File: src/rtl/exc_pkg.sv
package exc_pkg;
  typedef enum logic [2:0] {
    EV_NONE = 3'd0,
    EV_MRST = 3'd1,
    EV_GEXC = 3'd2,
    EV_TRAP = 3'd3,
    EV_IRQ  = 3'd4,
    EV_RTE  = 3'd5
  } ev_e;

  localparam int SR_PRIV_BIT  = 30;
  localparam int SR_BLOCK_BIT = 28;
endpackage

File: src/rtl/exc_sel.sv
module exc_sel
  import exc_pkg::*;
(
  input  logic man_rst,
  input  logic gexc,
  input  logic trap,
  input  logic irq,
  input  logic boundary,
  input  logic blocked,
  input  logic rte,
  output ev_e  ev
);
  logic irq_ok;
  assign irq_ok = irq && boundary && !blocked;

  always_comb begin
    if (man_rst)     ev = EV_MRST;
    else if (gexc)   ev = EV_GEXC;
    else if (trap)   ev = EV_TRAP;
    else if (irq_ok) ev = EV_IRQ;
    else if (rte)    ev = EV_RTE;
    else             ev = EV_NONE;
  end
endmodule

File: src/rtl/exc_ctx.sv
module exc_ctx
  import exc_pkg::*;
#(
  parameter int          XLEN      = 32,
  parameter logic [31:0] RESET_VEC = 32'hA000_0000,
  parameter logic [31:0] SR_RESET  = 32'h7000_00F0,
  parameter logic [31:0] GEXC_OFS  = 32'h0000_0100,
  parameter logic [31:0] IRQ_OFS   = 32'h0000_0600
) (
  input  logic            clk,
  input  logic            rst_n,
  input  ev_e             ev,
  input  logic [XLEN-1:0] cur_pc,
  input  logic [XLEN-1:0] cur_sr,
  input  logic [XLEN-1:0] vbr,
  output logic            redir_vld,
  output logic [XLEN-1:0] redir_pc,
  output logic [XLEN-1:0] redir_sr,
  output logic [XLEN-1:0] spc,
  output logic [XLEN-1:0] ssr
);
  localparam logic [XLEN-1:0] ENTRY_SET =
    (XLEN'(1) << SR_PRIV_BIT) | (XLEN'(1) << SR_BLOCK_BIT);

  logic [XLEN-1:0] entry_sr;
  logic            saves;
  assign entry_sr = cur_sr | ENTRY_SET;
  assign saves    = (ev == EV_GEXC) || (ev == EV_TRAP) || (ev == EV_IRQ);

  always_ff @(posedge clk) begin
    if (!rst_n) begin
      redir_vld <= 1'b1;
      redir_pc  <= XLEN'(RESET_VEC);
      redir_sr  <= XLEN'(SR_RESET);
      spc       <= '0;
      ssr       <= '0;
    end else begin
      redir_vld <= (ev != EV_NONE);
      if (saves) begin
        spc <= cur_pc;
        ssr <= cur_sr;
      end
      unique case (ev)
        EV_MRST: begin
          redir_pc <= XLEN'(RESET_VEC);
          redir_sr <= XLEN'(SR_RESET);
        end
        EV_GEXC, EV_TRAP: begin
          redir_pc <= vbr + XLEN'(GEXC_OFS);
          redir_sr <= entry_sr;
        end
        EV_IRQ: begin
          redir_pc <= vbr + XLEN'(IRQ_OFS);
          redir_sr <= entry_sr;
        end
        EV_RTE: begin
          redir_pc <= spc;
          redir_sr <= ssr;
        end
        default: ;
      endcase
    end
  end
endmodule

File: src/rtl/exc_evregs.sv
module exc_evregs
  import exc_pkg::*;
#(
  parameter int          XLEN      = 32,
  parameter int          CODE_W    = 12,
  parameter int          IMM_W     = 8,
  parameter logic [31:0] TRAP_CODE = 32'h0000_0160,
  parameter logic [31:0] MRST_CODE = 32'h0000_0020,
  parameter logic [31:0] A_TRAP    = 32'hFFFF_FFD0,
  parameter logic [31:0] A_EXC     = 32'hFFFF_FFD4,
  parameter logic [31:0] A_INT     = 32'hFFFF_FFD8,
  parameter logic [31:0] A_INT2    = 32'h0400_0000
) (
  input  logic              clk,
  input  logic              rst_n,
  input  ev_e               ev,
  input  logic [CODE_W-1:0] gexc_code,
  input  logic [IMM_W-1:0]  trap_imm,
  input  logic [CODE_W-1:0] irq_code,
  input  logic              we,
  input  logic [31:0]       addr,
  input  logic [XLEN-1:0]   wdata,
  output logic [XLEN-1:0]   rdata
);
  localparam int IMM_PAD  = XLEN - IMM_W - 2;
  localparam int CODE_PAD = XLEN - CODE_W;

  logic [XLEN-1:0] trap_q, exc_q, int_q, int2_q;
  logic [XLEN-1:0] trap_val, gexc_val, irq_val;

  assign trap_val = {{IMM_PAD{1'b0}}, trap_imm, 2'b00};
  assign gexc_val = {{CODE_PAD{1'b0}}, gexc_code};
  assign irq_val  = {{CODE_PAD{1'b0}}, irq_code};

  always_ff @(posedge clk) begin
    if (!rst_n) begin
      exc_q <= '0;
    end else if (ev == EV_MRST) begin
      exc_q <= XLEN'(MRST_CODE);
    end else if (ev == EV_GEXC) begin
      exc_q <= gexc_val;
    end else if (ev == EV_TRAP) begin
      exc_q <= XLEN'(TRAP_CODE);
    end else if (we && addr == A_EXC) begin
      exc_q <= wdata;
    end
  end

  always_ff @(posedge clk) begin
    if (rst_n) begin
      if (ev == EV_TRAP)                trap_q <= trap_val;
      else if (we && addr == A_TRAP)    trap_q <= wdata;
      if (ev == EV_IRQ) begin
        int_q  <= irq_val;
        int2_q <= irq_val;
      end else if (we && addr == A_INT) begin
        int_q  <= wdata;
      end
    end
  end

  always_comb begin
    unique case (addr)
      A_TRAP:  rdata = trap_q;
      A_EXC:   rdata = exc_q;
      A_INT:   rdata = int_q;
      A_INT2:  rdata = int2_q;
      default: rdata = '0;
    endcase
  end
endmodule

File: src/rtl/exc_ctrl.sv
module exc_ctrl
  import exc_pkg::*;
#(
  parameter int          XLEN      = 32,
  parameter int          CODE_W    = 12,
  parameter int          IMM_W     = 8,
  parameter logic [31:0] RESET_VEC = 32'hA000_0000,
  parameter logic [31:0] SR_RESET  = 32'h7000_00F0,
  parameter logic [31:0] GEXC_OFS  = 32'h0000_0100,
  parameter logic [31:0] IRQ_OFS   = 32'h0000_0600
) (
  input  logic              clk,
  input  logic              rst_n,
  input  logic              man_rst_i,
  input  logic              gexc_req_i,
  input  logic [CODE_W-1:0] gexc_code_i,
  input  logic              trap_req_i,
  input  logic [IMM_W-1:0]  trap_imm_i,
  input  logic              irq_req_i,
  input  logic [CODE_W-1:0] irq_code_i,
  input  logic              insn_done_i,
  input  logic              rte_i,
  input  logic [XLEN-1:0]   cur_pc_i,
  input  logic [XLEN-1:0]   cur_sr_i,
  input  logic [XLEN-1:0]   vbr_i,
  output logic              redirect_vld_o,
  output logic [XLEN-1:0]   redirect_pc_o,
  output logic [XLEN-1:0]   new_sr_o,
  output logic [XLEN-1:0]   spc_o,
  output logic [XLEN-1:0]   ssr_o,
  input  logic              reg_we_i,
  input  logic [31:0]       reg_addr_i,
  input  logic [XLEN-1:0]   reg_wdata_i,
  output logic [XLEN-1:0]   reg_rdata_o
);
  ev_e ev;

  exc_sel u_sel (
    .man_rst  (man_rst_i),
    .gexc     (gexc_req_i),
    .trap     (trap_req_i),
    .irq      (irq_req_i),
    .boundary (insn_done_i),
    .blocked  (cur_sr_i[SR_BLOCK_BIT]),
    .rte      (rte_i),
    .ev       (ev)
  );

  exc_ctx #(
    .XLEN(XLEN), .RESET_VEC(RESET_VEC), .SR_RESET(SR_RESET),
    .GEXC_OFS(GEXC_OFS), .IRQ_OFS(IRQ_OFS)
  ) u_ctx (
    .clk       (clk),
    .rst_n     (rst_n),
    .ev        (ev),
    .cur_pc    (cur_pc_i),
    .cur_sr    (cur_sr_i),
    .vbr       (vbr_i),
    .redir_vld (redirect_vld_o),
    .redir_pc  (redirect_pc_o),
    .redir_sr  (new_sr_o),
    .spc       (spc_o),
    .ssr       (ssr_o)
  );

  exc_evregs #(
    .XLEN(XLEN), .CODE_W(CODE_W), .IMM_W(IMM_W)
  ) u_evr (
    .clk       (clk),
    .rst_n     (rst_n),
    .ev        (ev),
    .gexc_code (gexc_code_i),
    .trap_imm  (trap_imm_i),
    .irq_code  (irq_code_i),
    .we        (reg_we_i),
    .addr      (reg_addr_i),
    .wdata     (reg_wdata_i),
    .rdata     (reg_rdata_o)
  );
endmodule

File: config.mk
export PLATFORM = sky130hd
export DESIGN_NAME = exc_ctrl
export DESIGN_NICKNAME = d
export VERILOG_FILES = /design/src/rtl/exc_pkg.sv /design/src/rtl/exc_sel.sv /design/src/rtl/exc_ctx.sv /design/src/rtl/exc_evregs.sv /design/src/rtl/exc_ctrl.sv
export SDC_FILE = /design/constraint.sdc
export NUM_CORES = 1
export LEC_CHECK = 0
export BUFFER_PORTS_ARGS = -buffer_cell sky130_fd_sc_hd__clkbuf_2
export CAP_MARGIN = 5
export CORE_AREA = 2 2 143 145
export DETAILED_ROUTE_END_ITERATION = 16
export DIE_AREA = 0 0 145 147
export GPL_TIMING_DRIVEN = 0
export PLACE_DENSITY = 0.84
export SYNTH_ARGS = -nofsm -noshare
export SYNTH_HDL_FRONTEND = slang
export SYNTH_SLANG_ARGS = --single-unit
File: constraint.sdc
create_clock -name clk -period 7.2 [get_ports clk]
set_input_delay 0.72 -clock clk [delete_from_list [all_inputs] [get_ports clk]]
set_output_delay 0.72 -clock clk [all_outputs]
set_load 0.02 [all_outputs]
# --- Yosys cells after proc, flatten, opt, wreduce, memory -nomap -nowiden ---
# Cells that the tools add are included.
word_totals:
  regBits: 237
  input_bits: 201
  elab_cells: 63
op_classes:
  addsub: 2
  eq_ne: 9
  mux: 16
  n_bitwise: 1
  n_reduce_logical: 22
op_table:
  columns: ["operator", "n"]
  rows:
  - ["32-bit case mux with 4 select lines", 2]
  - ["32-bit == test, second input constant", 3]
  - ["32-bit case mux with 3 select lines", 1]
  - ["32-bit 2-to-1 mux", 2]
  - ["12-bit 2-to-1 mux", 4]
  - ["32-bit by 11-bit adder with 32-bit output, second input constant", 1]
  - ["32-bit by 9-bit adder with 32-bit output, second input constant", 1]
  - ["32-bit by 27-bit == test with 1-bit output, second input constant", 1]
  - ["3-bit 2-to-1 mux", 5]
  - ["10-bit 2-to-1 mux", 1]
  - ["3-bit nonzero test", 3]
  - ["4-bit nonzero test", 2]
  - ["3-bit by 2-bit == test with 1-bit output, second input constant", 2]
  - ["3-bit == test, second input constant", 2]
  - ["6-bit 2-to-1 mux", 1]
  - ["2-bit AND reduction", 3]
  - ["1-bit logical AND", 5]
  - ["2-bit nonzero test", 2]
  - ["2-bit OR reduction", 2]
  - ["4-bit OR reduction", 1]
  - ["3-bit by 1-bit == test with 1-bit output, second input constant", 1]
  - ["3-bit OR reduction", 1]
  - ["1-bit logical OR", 2]
  - ["1-bit logical NOT", 1]
  - ["1-bit NOT", 1]

# --- Depth between registers and ports, before layout ---
depth:
  ltp_word: 10
  depth_mapped: 8
  mapped_depth_nobuf: 7

# --- By module ---
# From an unflattened synthesis, not the netlist that was laid out.
unflattened:
  hier_cells: 1187
  hier_area_um2: 11298.3
by_module_without_submodules:
  columns: ["module", "instances", "cells_per_inst", "area_each_um2", "seq_area_each_um2"]
  rows:
  - ["exc_ctx", 1, 707, 6105.9, 2582.5]
  - ["exc_evregs", 1, 472, 5126.2, 2922.8]
  - ["exc_sel", 1, 8, 66.3, 0.0]

# --- Least setup slack after synthesis ---
# OpenSTA, ideal clock, no wires.
synth_path:
  path_kind: "input -> register"
  from: "input port reg_addr_i[17]"
  to: "register u_evr.int_q[0], enable pin"
  setup_ns: 0.421
  t_arrival_ns: 3.168
  required_ns: 6.779
  setup_slack_ns: 3.611
  stages: 7
  path_buffers: 1
  cell_sequence: "nand4_1 -> nor4_2 -> nand2_1 -> nor2_2 -> buf_2 -> a21oi_1 -> nor2_1"
synth_via:
  elab_chain_len: 4
synth_rtl:
  columns: ["element", "line", "text"]
  rows:
  - ["start: declaration", "exc_ctrl.sv:32", "input logic [31:0] reg_addr_i,"]
  - ["32-bit == test", "exc_evregs.sv:56", "end else if (we && addr == A_INT) begin"]
  - ["1-bit logical AND", "exc_evregs.sv:56", null]
  - ["2-bit nonzero test (no line)", null, null]
  - ["2-bit AND reduction (no line)", null, null]
  - ["end signal: assignment", "exc_evregs.sv:54", "int_q <= irq_val;"]
  - ["end signal: assignment", "exc_evregs.sv:57", "int_q <= wdata;"]
  - ["end: declaration", "exc_evregs.sv:28", "logic [XLEN-1:0] trap_q, exc_q, int_q, int2_q;"]
# No other way between the ends.
# A chain may end at the register's enable or synchronous reset.

# --- Final worst setup path ---
layout_path:
  from: "input port reg_addr_i[2]"
  to: "output port reg_rdata_o[8]"
layout_via:
  elab_chain_len: 2
  elab_cells_between_ends: 5
  cone_classes: "eq/ne (4); mux (1)"
layout_rtl:
  columns: ["element", "line", "text"]
  rows:
  - ["32-bit by 27-bit == test with 1-bit output or 32-bit == test (tied branches)", "exc_evregs.sv:63", "unique case (addr)"]
  - ["32-bit case mux with 4 select lines *", "exc_evregs.sv:63", null]
  - ["end: declaration", "exc_ctrl.sv:34", "output logic [XLEN-1:0] reg_rdata_o"]
# Every way passes the cells marked *; elsewhere a longest branch is shown, timed or not.

==> flow_summary.yaml <==
outcome:
  outcome: "finished clean"
final_layout:
  multiInputGateArea_mm2: 0.00462
  area_growth_pct: 29.1
  regArea_mm2: 0.00551
  layout_common_cells: "354 x clkbuf_2, 225 x nand2_1, 161 x dfxtp_1"
  instances_no_fill: 1827
  fillerInstances: 1546
  layout.nets: 1739
  layout_commonest_cell: "clkbuf_2"
  drive_gt1_frac: 0.293
power_and_ir_drop:
  max-vdd-ir-drop_uv: 187
  cellLeakagePower_uw: 0.00576
  p_per_area_mw_per_mm2: 232
worst_setup_path:
  critPathMaxStageDelay_ns: 0.59
  cp_max_fo: 10
  cpLargestDelayFamily: "simple AND/OR/NAND/NOR gates"
  worstRegToRegCells: 2
  end_kind: "output port"
  path_class: "in -> out"
  path_cells: "clkbuf_2 -> nor4_2 -> nand3_1 -> nor3_1 -> clkbuf_1 -> a22oi_1 -> o21ai_0 -> clkbuf_2"
  start_kind: "input pin"
  crit_buf_inv: 3
  crit_cells: 8
  crit_slowest_cell: "nor4_2"
  critPathRequiredTime_ns: 6.48
  crit_arrival_ns: 2.92
  crit_top_cell: "clkbuf_2"
min_path:
  hold_path.class: "in -> reg"
  hold_path_depth: 1
synth:
  synth.ff_latch_count: 237
  yosysUniqueCellTypes: 52
  seq_area_frac_synth: 0.521
  synth_edf_count: 76
  netlist_instances: 1151
  syn_area_per_cell_um2: 9.17
  synth.net_count: 1355
  syn_area_mm2: 0.0106
  yosys_most_used_dff: "dfxtp_1"
  synth_warnings: 0
  async_reset_ff_frac: 0
floorplan:
  ios: 362
  die_h_um: 147
  start_util: 0.532
  core-area_mm2: 0.0198
  dieArea_mm2: 0.0213
  die_w_um: 145
  row_count: 52
sta:
  relSlewSlack: 0.295
  slew_viol_final: 0
  rsz0062_at_grt: "no"
  worst_pin_slew_ns: 1.05
  fin_crit_sh: 0.505
  hold_viol: 0
  setup_viol: 0
  final.setup.tns_ns: 0
  fin_worst_skew_ns: 0.00837
  max_clock_freq_mhz: 275
  timing.final.crit_period_ns: 3.64
global_route:
  grt_max_degree: 27
  grt_pass1_wl_um: 55200
  first_global_vias: 10500
  grt.overflow.total: 0
  track_usage: 0.325
  grt_antenna_before_repair: 3
clocking:
  clock_latency_ns: 0.52
  numCtsBuffers: 25
  postCtsResizedCells: 0
  tritoncts: "built"
  hold_buffers: 0
  cts-htree-levels: 1
  clk_pin_slew_ns: 0.06
  clockBufferDepth: 3
  cts.sinks: 237
  clock-root-buffer: "clkbuf_16"
  postCtsSetupBuffers: 0
place:
  dp_hpwl_um: 27000
  gp_routability_congestion: 0.933
  portBuffers: 354
  dp.cells: 1778
detailed_routing:
  routed_via_density: 5.79
  drc: 0
  wl_um: 36200
  dr.pass1.iters: 6
  wire_per_inst_um: 19.8
  drtIter0Drc: 947
  drtAntennaViolNets: 0
  vias: 10600
flow_run:
  maxCapViolCount: 0
-- worst register-to-register path: cells and delay by family (launching register included) --
| kind | cells | cell delay [ns] |
|---|---|---|
| DFF | 1 | 0.37 |
| AOI/OAI and AO/OA | 2 | 0.53 |
-- worst paths after layout --
| kind | endpoint | slack [ns] | from |
|---|---|---|---|
| worst max-delay path | reg_rdata_o[8] | 3.56 | reg_addr_i[2] |
| worst min-delay path | u_evr.int2_q[7] | 0.38 | irq_code_i[7] |
| worst max register to register | u_ctx.redir_pc[30] | 6.18 | u_ctx.spc[30] |
| worst min register to register | u_ctx.redir_pc[30] | 0.46 | u_ctx.redir_pc[30] |
-- per-layer routing --
layer | part of all wire | GRT usage | vias to the layer above
li1 | - | - | 4898
met1 | 0.36 | 0.380 | 4945
met2 | 0.50 | 0.584 | 624
met3 | 0.093 | 0.0640 | 114
met4 | 0.042 | 0.138 | 0
met5 | 0 | 0 | -
-- cell families (layout without fill, tap and decap cells) --
| kind of cell | after synthesis | after routing | synth area share |
|---|---|---|---|
| AOI/OAI and AO/OA | 285 | 285 | 0.173 |
| xor gates and xnor gates | 29 | 29 | 0.0241 |
| adders and majority gates | 3 | 3 | 0.00355 |
| buffers and inverters | 111 | 514 | 0.0431 |
| DFF | 237 | 237 | 0.521 |
| muxes | 40 | 40 | 0.0389 |
| other | 0 | 3 | 0 |
| and+or+nand+nor | 446 | 446 | 0.197 |
-- registers in the layout (all words and copies together), names as in the netlist --
| signal | count |
|---|---|
| u_evr.exc_q | 32 |
| u_ctx.redir_vld | 1 |
| u_evr.int_q | 32 |
| u_ctx.ssr | 32 |
| u_evr.trap_q | 32 |
| u_evr.int2_q | 12 |
| u_ctx.spc | 32 |
| u_ctx.redir_pc | 32 |
| u_ctx.redir_sr | 32 |
-- Yosys cell counts (4+ instances only) --
cell | n | area [um^2]
o21ai_0 | 52 | 260
o21ai_1 | 10 | 50.1
xnor2_1 | 20 | 175
a22oi_1 | 43 | 323
mux2_2 | 8 | 90.1
nand3_1 | 43 | 215
nor2b_1 | 29 | 181
a211oi_1 | 26 | 195
a21boi_0 | 6 | 45.0
nor3_1 | 9 | 45.0
nor3_2 | 4 | 40.0
xor2_1 | 9 | 78.8
buf_1 | 7 | 26.3
nand4_1 | 18 | 113
and3_1 | 9 | 56.3
dfxtp_1 | 161 | 3220
and2_1 | 21 | 131
inv_1 | 26 | 97.6
a222oi_1 | 26 | 260
buf_2 | 28 | 140
mux2i_1 | 32 | 320
edfxtp_1 | 76 | 2280
nor4_1 | 8 | 50.1
clkbuf_1 | 46 | 173
a21oi_1 | 98 | 490
a221oi_1 | 7 | 61.3
nor2_1 | 62 | 233
nand2_1 | 225 | 845
o22ai_1 | 6 | 37.5
-- area by class of cell --
| cell class | count | area share |
|---|---|---|
| multi-input cells | 803 | 0.339 |
| inverters | 29 | 0.00798 |
| diodes | 3 | 0.000551 |
| flip-flops and latches | 237 | 0.404 |
| repair buffers | 357 | 0.135 |
| well taps | 270 | 0.0248 |
| plain buffers | 82 | 0.0254 |
| clock buffers | 33 | 0.0534 |
| clock inverters | 13 | 0.0109 |
-- through the flow --
stage	utilization	hold slack [ns]	worst slack, ns	cell area (um^2)	power (uW)
floorplan	-	0.436	3.61	10600	1660
global placement	0.638	0.435	2.23	12700	1820
detailed placement	0.642	0.447	3.57	12700	1830
CTS	0.687	0.365	3.55	13600	3170
global route	0.687	0.366	3.37	13600	3260
finish	0.687	0.377	3.56	13600	3170
-- power breakdown --
group          leakage, uW  switching, uW  internal, uW
Sequential         0.00200           30.1          1430
Combinational      0.00333            225           130
Clock             0.000432            539           820
Note: power is estimated with default switching activity, not from simulation.
